## src/rtl/regmap_pkg.sv

```systemverilog
package regmap_pkg;

  localparam int LANE_W   = 8;
  localparam int IDX_W    = 6;
  localparam int NUM_REGS = 48;

  typedef enum logic [1:0] {
    PH_IDLE   = 2'd0,
    PH_DECODE = 2'd1,
    PH_ACK    = 2'd2
  } phase_e;

  // Register index carried in the low lane.
  function automatic logic [IDX_W-1:0] lane_index(input logic [LANE_W-1:0] lo);
    return lo[IDX_W-1:0];
  endfunction

  // True when an index falls inside the implemented part of the map.
  function automatic logic idx_present(input logic [IDX_W-1:0] idx, input int nregs);
    return int'(idx) < nregs;
  endfunction

endpackage

```

## src/rtl/regmap_sync.sv

```systemverilog
module regmap_sync #(
  parameter int              W       = 3,
  parameter int              STAGES  = 2,
  parameter logic [W-1:0]    RST_VAL = '0
) (
  input  logic         clk,
  input  logic         rst_n,
  input  logic [W-1:0] d,
  output logic [W-1:0] q
);

  logic [W-1:0] stg [STAGES];

  generate
    for (genvar s = 0; s < STAGES; s++) begin : g_stage
      if (s == 0) begin : g_first
        always_ff @(posedge clk or negedge rst_n) begin
          if (!rst_n) stg[0] <= RST_VAL;
          else        stg[0] <= d;
        end
      end else begin : g_next
        always_ff @(posedge clk or negedge rst_n) begin
          if (!rst_n) stg[s] <= RST_VAL;
          else        stg[s] <= stg[s-1];
        end
      end
    end
  endgenerate

  assign q = stg[STAGES-1];

endmodule

```

## src/rtl/regmap_array.sv

```systemverilog
module regmap_array
  import regmap_pkg::*;
#(
  parameter int NREGS = NUM_REGS,
  parameter int IW    = IDX_W,
  parameter int DW    = LANE_W
) (
  input  logic          clk,
  input  logic          rst_n,
  input  logic          wr_en,
  input  logic [IW-1:0] wr_idx,
  input  logic [DW-1:0] wr_data,
  input  logic [IW-1:0] rd_idx,
  output logic [DW-1:0] rd_data
);

  logic [DW-1:0] regs_q [NREGS];

  always_ff @(posedge clk or negedge rst_n) begin
    if (!rst_n) begin
      for (int k = 0; k < NREGS; k++) regs_q[k] <= '0;
    end else begin
      for (int k = 0; k < NREGS; k++) begin
        if (wr_en && wr_idx == IW'(k)) regs_q[k] <= wr_data;
      end
    end
  end

  always_comb begin
    rd_data = '0;
    for (int k = 0; k < NREGS; k++) begin
      if (rd_idx == IW'(k)) rd_data = regs_q[k];
    end
  end

  generate
    for (genvar k = 0; k < NREGS; k++) begin : g_chk
      AST_WRITE_LANDS: assert property (@(posedge clk) disable iff (!rst_n)
        (wr_en && wr_idx == IW'(k)) |=> (regs_q[k] == $past(wr_data)));
    end
  endgenerate

endmodule

```

## src/rtl/regmap_ctrl.sv

```systemverilog
module regmap_ctrl
  import regmap_pkg::*;
(
  input  logic clk,
  input  logic rst_n,
  input  logic s_sel_n,
  input  logic s_uds_n,
  input  logic s_rd,
  output logic commit,
  output logic wr_en,
  output logic rd_cap,
  output logic rd_phase,
  output logic dtack_n
);

  phase_e ph_q, ph_d;
  logic   rd_q;
  logic   strobes_on;

  assign strobes_on = !s_sel_n && !s_uds_n;
  assign commit     = (ph_q == PH_DECODE) && strobes_on;
  assign wr_en      = commit && !s_rd;
  assign rd_cap     = commit && s_rd;

  always_comb begin
    ph_d = ph_q;
    unique case (ph_q)
      PH_IDLE:   if (strobes_on) ph_d = PH_DECODE;
      PH_DECODE: ph_d = commit ? PH_ACK : PH_IDLE;
      PH_ACK:    if (!strobes_on) ph_d = PH_IDLE;
      default:   ph_d = PH_IDLE;
    endcase
  end

  always_ff @(posedge clk or negedge rst_n) begin
    if (!rst_n) begin
      ph_q <= PH_IDLE;
      rd_q <= 1'b0;
    end else begin
      ph_q <= ph_d;
      if (commit) rd_q <= s_rd;
    end
  end

  assign dtack_n  = (ph_q != PH_ACK);
  assign rd_phase = (ph_q == PH_ACK) && rd_q;

  AST_ACK_AFTER_COMMIT: assert property (@(posedge clk) disable iff (!rst_n)
    $fell(dtack_n) |-> $past(commit));
  AST_ACK_RELEASE: assert property (@(posedge clk) disable iff (!rst_n)
    (!dtack_n && !strobes_on) |=> dtack_n);
  AST_ABORT_NO_ACK: assert property (@(posedge clk) disable iff (!rst_n)
    (ph_q == PH_DECODE && !strobes_on) |=> dtack_n);

endmodule

```

## src/rtl/regmap_bus_slave.sv

```systemverilog
module regmap_bus_slave
  import regmap_pkg::*;
#(
  parameter int NREGS = NUM_REGS,
  parameter int IW    = IDX_W
) (
  input  logic       clk,
  input  logic       rst_n,
  input  logic       sel_n,
  input  logic       uds_n,
  input  logic       rd_wr,
  input  logic [7:0] bus_lo,
  input  logic [7:0] bus_hi_i,
  output logic [7:0] bus_hi_o,
  output logic       bus_hi_oe,
  output logic       dtack_n
);

  localparam int SYNC_STAGES = 2;

  logic [2:0]    ctl_sync;
  logic          s_sel_n, s_uds_n, s_rd;
  logic          commit, wr_en, rd_cap, rd_phase;
  logic [IW-1:0] acc_idx;
  logic [7:0]    arr_rd;
  logic [7:0]    rdata_q;

  regmap_sync #(.W(3), .STAGES(SYNC_STAGES), .RST_VAL(3'b110)) i_sync (
    .clk   (clk),
    .rst_n (rst_n),
    .d     ({sel_n, uds_n, rd_wr}),
    .q     (ctl_sync)
  );

  assign s_sel_n = ctl_sync[2];
  assign s_uds_n = ctl_sync[1];
  assign s_rd    = ctl_sync[0];

  regmap_ctrl i_ctrl (
    .clk      (clk),
    .rst_n    (rst_n),
    .s_sel_n  (s_sel_n),
    .s_uds_n  (s_uds_n),
    .s_rd     (s_rd),
    .commit   (commit),
    .wr_en    (wr_en),
    .rd_cap   (rd_cap),
    .rd_phase (rd_phase),
    .dtack_n  (dtack_n)
  );

  assign acc_idx = IW'(lane_index(bus_lo));

  generate
    if (IW < 8) begin : g_unused_idx
      logic unused_idx_bits;
      assign unused_idx_bits = ^bus_lo[7:IW];
    end
  endgenerate

  regmap_array #(.NREGS(NREGS), .IW(IW), .DW(8)) i_array (
    .clk     (clk),
    .rst_n   (rst_n),
    .wr_en   (wr_en),
    .wr_idx  (acc_idx),
    .wr_data (bus_hi_i),
    .rd_idx  (acc_idx),
    .rd_data (arr_rd)
  );

  always_ff @(posedge clk or negedge rst_n) begin
    if (!rst_n)      rdata_q <= '0;
    else if (rd_cap) rdata_q <= idx_present(acc_idx, NREGS) ? arr_rd : 8'h00;
  end

  assign bus_hi_o  = rdata_q;
  assign bus_hi_oe = rd_phase && !sel_n && !uds_n;

  AST_WRITE_QUALIFIED: assert property (@(posedge clk) disable iff (!rst_n)
    wr_en |-> (!s_sel_n && !s_uds_n && !s_rd));
  AST_DRIVE_ONLY_ACKED: assert property (@(posedge clk) disable iff (!rst_n)
    bus_hi_oe |-> !dtack_n);
  AST_NO_DRIVE_ON_WRITE: assert property (@(posedge clk) disable iff (!rst_n)
    (!dtack_n && !$past(s_rd)) |-> !bus_hi_oe);

endmodule

```

## config.mk

```make
export PLATFORM = sky130hd
export DESIGN_NAME = regmap_bus_slave
export DESIGN_NICKNAME = d
export VERILOG_FILES = /design/src/rtl/regmap_pkg.sv /design/src/rtl/regmap_sync.sv /design/src/rtl/regmap_array.sv /design/src/rtl/regmap_ctrl.sv /design/src/rtl/regmap_bus_slave.sv
export SDC_FILE = /design/constraint.sdc
export NUM_CORES = 1
export LEC_CHECK = 0
export BUFFER_PORTS_ARGS = -buffer_cell sky130_fd_sc_hd__buf_2
export CAP_MARGIN = 20
export CORE_AREA = 2 2 215 217
export DETAILED_ROUTE_END_ITERATION = 8
export DIE_AREA = 0 0 217 219
export GPL_TIMING_DRIVEN = 0
export HOLD_SLACK_MARGIN = 0.08
export SLEW_MARGIN = 40
export SYNTH_ARGS = -nofsm -noshare
export SYNTH_HDL_FRONTEND = slang
export SYNTH_SLANG_ARGS = --single-unit
```

## constraint.sdc

```tcl
create_clock -name clk -period 2.1 [get_ports clk]
set_input_delay 0.315 -clock clk [delete_from_list [all_inputs] [get_ports clk]]
set_output_delay 0.315 -clock clk [all_outputs]
set_load 0.01 [all_outputs]
```

==> impl_metrics.ini, run 1 <==
[outcome]
status = finished, violations left
failed_checks = negative setup slack

[global_routing]
grt_pass1_wl_um = 117000
globalRouteTotalUtil_pct = 34.2
grt-ovfl-total = 0
grt_pass1_vias = 16700
antenna_found_initial = 1
grt_max_degree = 72

[yosys]
synth_async_sr_flop_share_pct = 100
synth-adder-area-share_pct = 0
synth_edf_count = 0
postSynthAreaPerCell_um2 = 11.9
synth-xor-area-share_pct = 0.0867
synthCells = 1704
synth_compound_area_share_pct = 12.3
synthTopCellsByArea = dfrtp_1 (49%), mux2_2 (22%), mux2i_1 (2.4%), o21ai_0 (2.3%), a21oi_1 (1.8%)
syn_nets = 1725
yosysSeqAreaShare_pct = 49.7
synth_cell_types = 82
ys_ff_latch = 401
synth_ff_type = dfrtp_1
yosysWarnings = 0
synthSimpleGateAreaFrac_pct = 8.70
yosys.cell_count.top_type = mux2_2
synthMuxAreaShare_pct = 25.6
synth.top_cells.by_count = mux2_2 (399), dfrtp_1 (397), o21ai_0 (92), nor2_1 (87), nand2_1 (74)
yosysTopAreaCell = dfrtp_1
yosys.area.top_type_share_pct = 49.2
syn-cell-area_um2 = 20200
synth_top_family_by_area = multiplexers

[placed_design]
routabilityCongestion = 0.953
place_hpwl_um = 54600
port_buffers = 20
dpl-instance-area_um2 = 21500

[sta]
timing.fmax_mhz = 407
setup_ws_ns = -0.357
worst_slew_pin_slew_ns = 0.906
setup_viol = 138
hold_viol_final = 0
report.final.slew_viol_count = 0
fin_crit_ns = 2.46
slew_headroom_pct = 39.6
fin_crit_sh_pct = 117
rsz0062_at_grt = yes
finClkSkew_ns = 0.0326
fin_tns_setup_ns = -5.25

[setup_path]
end_kind = flip-flop
critPathMaxFanout = 10
reg2reg_setup_slack_ns = -0.32
startpoint_type = input pin
worstSetupPathType = in -> reg
rr_endpoint = bus_hi_o[1]$_DFFE_PN0P_
cp.required_ns = 2.54
rr_worst_depth = 7
r2r_start = i_array.regs_q[193]$_DFFE_PN0P_
cp.arrival_ns = 2.90

[power_and_ir_drop]
p_leak_nw = 11.6
power_w = 0.0183
vdd_drop_max_v = 0.000563
power_density_nw_per_um2 = 714

[floorplan]
die_height_um = 219
dieArea_um2 = 47500
start_util_pct = 44.8
core_um2 = 45100
die_w_um = 217
row_count = 78
ioPinCount = 31

[cells_and_area]
drive_gt1_share_pct = 44.2
syn_to_final_growth_pct = 26.7
stdcell_area_um2 = 25600
multi_input_area_um2 = 10700
finalNetCount = 1883
regArea_um2 = 10000
fill_cells = 3800

[clocking]
cts_tree = yes
path_clk_slew_ns = 0.06
cts.sink_count = 401
clkLatencyLatePin_ns = 0.61
clockBufferDepth = 3
cts-root-buf = clkbuf_16
htreeDepth = 2
cts-buffers-inserted = 45

[routing]
final_antenna_net_count = 0
vias_per_cell = 6.63
wire_per_inst_um = 32.8
drtIter0Drc = 1945
num_vias = 16600
dr.pass1.iters = 8
drt-total-wl_um = 81800
drc_errors = 0

[flow_run]
cap_violations = 0

[hold_path]
hold_path.class = in -> async
flip-flops by register name (all words and copies together) (netlist names):
name / count
i_array.regs_q: 384
bus_hi_o: 8
i_sync.q: 3
i_sync.stg: 3
i_ctrl.ph_q: 2
i_ctrl.rd_q: 1
how the worst max path moves through the flow:
stage	endpoint	start
floorplan	bus_hi_o[6]$_DFFE_PN0P_	bus_lo[5]
detailed placement	bus_hi_o[1]$_DFFE_PN0P_	bus_lo[1]
global route	bus_hi_o[5]$_DFFE_PN0P_	i_array.regs_q[325]$_DFFE_PN0P_
CTS	bus_hi_o[1]$_DFFE_PN0P_	i_array.regs_q[193]$_DFFE_PN0P_
finish	bus_hi_o[5]$_DFFE_PN0P_	bus_lo[0]
global placement	i_array.regs_q[206]$_DFFE_PN0P_	rst_n
cell families (layout without fill, tap and decap cells):
| logic type | count (synthesis) | after routing |
|---|---|---|
| muxes | 456 | 456 |
| DFF | 401 | 401 |
| AOI/OAI and AO/OA | 370 | 370 |
| and+or+nand+nor | 324 | 325 |
| buffers and inverters | 151 | 342 |
| xor gates and xnor gates | 2 | 2 |
| other | 0 | 1 |
repair_timing:
| item | CTS | global route |
|---|---|---|
| cloned | 1 | 1 |
| hold buffers | 4 | 0 |
| endpoints found under the setup margin | 392 | 130 |
| endpoints found under the hold margin | 152 | 0 |
| setup buffers | 67 | 21 |
| pin swaps | 53 | 42 |
| resized for setup | 230 | 160 |
where the power goes:
| group | leakage (nW) | internal (W) | switching (W) |
|---|---|---|---|
| Combinational | 5.27 | 0.000594 | 0.00126 |
| Clock | 0.769 | 0.00507 | 0.00339 |
| Sequential | 5.55 | 0.00786 | 0.0000946 |
final cells by class:
cell class	count	share of cell area, %
diodes	1	0.00978
repair buffers	119	5.53
clock inverters	19	1.06
clock buffers	62	4.96
flip-flops and latches	401	39.2
plain buffers	137	4.44
multi-input cells	1153	41.7
well taps	600	2.93
inverters	5	0.0929
routing by layer:
| layer | part of all wire (%) | wire length [µm] | vias up | global-route usage [%] |
|---|---|---|---|---|
| met5 | 0 | 0 | - | 0 |
| li1 | - | - | 6668 | - |
| met4 | 7.3 | 6010 | 0 | 21.5 |
| met2 | 43 | 34900 | 1077 | 50.5 |
| met3 | 11 | 8870 | 333 | 9.26 |
| met1 | 39 | 32000 | 8485 | 44.6 |
worst max-delay path: stages:
cell and delay (ns):
buf_2 0.15, buf_12 0.17, buf_12 0.16, nor2_2 0.65, nand2_1 0.27, o21ai_1 0.32
o21ai_1 0.25, a211oi_4 0.43, o31ai_1 0.15
through the flow:
step           hold WS (ns)  setup WS, ns  utilization, %  std cells
6_report              0.192        -0.357            56.7       2497
3_3_place_gp          0.336         -7.31            47.1       2324
4_1_cts               0.188        -0.289            54.9       2476
5_1_grt               0.208        -0.318            56.7       2496
2_1_floorplan        0.0194        -0.146               -       1704
3_5_place_dp          0.191         -2.18            47.6       2330
layout by cell type, fill, tap and decap left out, types with 9 or more instances in the layout:
cell / n
buf_2: 33
clkbuf_4: 14
nor2_1: 61
nand2_1: 67
nor2b_1: 16
clkbuf_1: 48
nand3_1: 31
o221ai_1: 9
a211oi_1: 10
a21oi_1: 70
dfrtp_1: 396
mux2i_1: 45
a22oi_1: 13
clkinv_2: 13
nor3_4: 9
o21ai_0: 82
nor2_4: 45
buf_16: 9
o21ai_1: 9
buf_6: 31
clkbuf_16: 47
nor3_1: 21
o22ai_1: 26
o211ai_1: 12
buf_4: 70
mux2_2: 306
mux2_4: 93
buf_12: 38
No activity file was read; power rests on OpenSTA's default activity.
==> run 2: changes to the inputs <==
- PLACE_DENSITY_LB_ADDON: unset -> 0.25
==> impl_metrics.ini, run 2 (synthesized netlist as in run 1, its figures left out) <==
[setup_path]
critPathMaxFanout = 2
r2r_start = i_array.regs_q[209]$_DFFE_PN0P_
critPathTopFamily = compound AO/OA/AOI/OAI gates
path_buf_inv = 0
cp.arrival_ns = 2.79
path_cells = mux2i_2 > o22ai_1 > a32o_2 > a311oi_4 > o211ai_1 > a211oi_4 > o21ai_1
worstSetupPathType = reg -> reg
cp.required_ns = 2.56
end_kind = flip-flop
slowest_stage = a211oi_4
critPathMaxStageDelay_ns = 0.45
startpoint_type = flip-flop
crit_start = i_array.regs_q[209]$_DFFE_PN0P_

[power_and_ir_drop]
p_leak_nw = 11.5
power_density_nw_per_um2 = 701
vdd_drop_max_v = 0.000557
power_w = 0.0177

[clocking]
cts-root-buf = clkbuf_16
path_clk_slew_ns = 0.06
clkLatencyLatePin_ns = 0.59
cts_tree = yes
clockBufferDepth = 3
htreeDepth = 2
cts-buffers-inserted = 45
cts.sink_count = 401

[sta]
fin_crit_ns = 2.33
setup_ws_ns = -0.235
report.final.slew_viol_count = 0
fin_tns_setup_ns = -0.920
rsz0062_at_grt = yes
worst_slew_pin_slew_ns = 0.837
whs_ns = 0.245
timing.fmax_mhz = 428
finClkSkew_ns = 0.0113
slew_headroom_pct = 44.2
fin_crit_sh_pct = 111
setup_viol = 7
hold_viol_final = 0

[routing]
drtIter0Drc = 2163
drt-total-wl_um = 82000
final_antenna_net_count = 0
vias_per_cell = 6.61
num_vias = 16600
wire_per_inst_um = 32.7
dr.pass1.iters = 5
drc_errors = 0

[floorplan]
ioPinCount = 31
core_um2 = 45100
die_height_um = 219
row_count = 78
dieArea_um2 = 47500
start_util_pct = 44.8
die_w_um = 217

[cells_and_area]
layout_commonest_cell = mux2_2
top_register = i_array.regs_q
fill_cells = 3757
finalNetCount = 1899
final_core_util_pct = 56.1
drive_gt1_share_pct = 45.1
syn_to_final_growth_pct = 25.3
largest_register_ffs = 384
layout_common_cells = mux2_2 (399), dfrtp_1 (396), buf_4 (96)
stdcell_area_um2 = 25300

[global_routing]
grt_pass1_wl_um = 119000
grt_max_degree = 74
grt-ovfl-total = 0
globalRouteTotalUtil_pct = 34.8
grt_pass1_vias = 16700
antenna_found_initial = 4

[outcome]
status = finished, violations left
failed_checks = negative setup slack

[hold_path]
worstHoldStart = bus_hi_i[7]
hold_path.class = in -> reg

[placed_design]
place_hpwl_um = 54800
port_buffers = 20
routabilityCongestion = 0.980
dpl-instance-area_um2 = 21400

[flow_run]
cap_violations = 0
==> run 2: cell count changes in the layout (fill, tap and decap cells not counted), sizes merged <==
cell	before	now
bufinv	7	3
diode	1	2
clkinv	13	9
or2	3	2
buf	189	203
clkinvlp	1	2
clkbuf	125	131
==> run 2: through the flow <==
step                setup WS, ns  instances
floorplan                 -0.146       1704
global placement           -7.31       2324
detailed placement         -2.05       2330
CTS                       -0.237       2480
global route              -0.257       2508
finish                    -0.235       2510
==> run 2: path summary, 6_finish.rpt <==
path	to	slack, ns	depth (start not counted)
worst max-delay path	bus_hi_o[1]$_DFFE_PN0P_	-0.23	7
worst min-delay path	i_array.regs_q[215]$_DFFE_PN0P_	0.25	3
min in group asynchronous	i_array.regs_q[17]$_DFFE_PN0P_	0.29	2
max in group asynchronous	i_array.regs_q[196]$_DFFE_PN0P_	0.37	5
worst max register to register	bus_hi_o[1]$_DFFE_PN0P_	-0.23	7
worst min register to register	i_sync.q[0]$_DFF_PN0_	0.35	0
==> run 2: final cells by class <==
type                       instances  area [µm²]  area share, %
clock inverter                    12         141          0.559
clock buffer                      65        1280           5.06
tap                              600         751           2.97
inverter                           5        23.8         0.0939
timing repair buffer             138        1470           5.80
sequential                       401       10000           39.7
antenna                            2        5.00         0.0198
multi-input combinational       1152       10500           41.3
buffer                           135        1150           4.56
==> run 2: worst register-to-register path, delay by kind of cell, from the launching register on <==
kind               cells  cell delay (ns)
DFF                    1             0.42
muxes                  1             0.21
AOI/OAI and AO/OA      6             1.58
==> run 2: power by group <==
part / internal [W] / leakage [nW] / switching [W]
Combinational: 0.000621 / 5.26 / 0.00130
Clock: 0.00458 / 0.700 / 0.00329
Sequential: 0.00786 / 5.55 / 0.0000988
==> run 2: timing repair <==
item / 4_1_cts / 5_1_grt
setup endpoints to repair: 392 / 234
resized for setup: 251 / 92
hold endpoints to repair: 72 / 0
pin swaps: 64 / 39
hold buffers: 4 / 0
setup buffers: 75 / 32
gates cloned: 1 / 0
==> run 2: routing by layer <==
metal,up-vias,share of wire [%],GRT usage (%)
met2,1051,43,51.5
met1,8492,39,45.3
met5,-,0.016,0
met3,321,10,9.38
li1,6715,-,-
met4,2,7.1,21.5
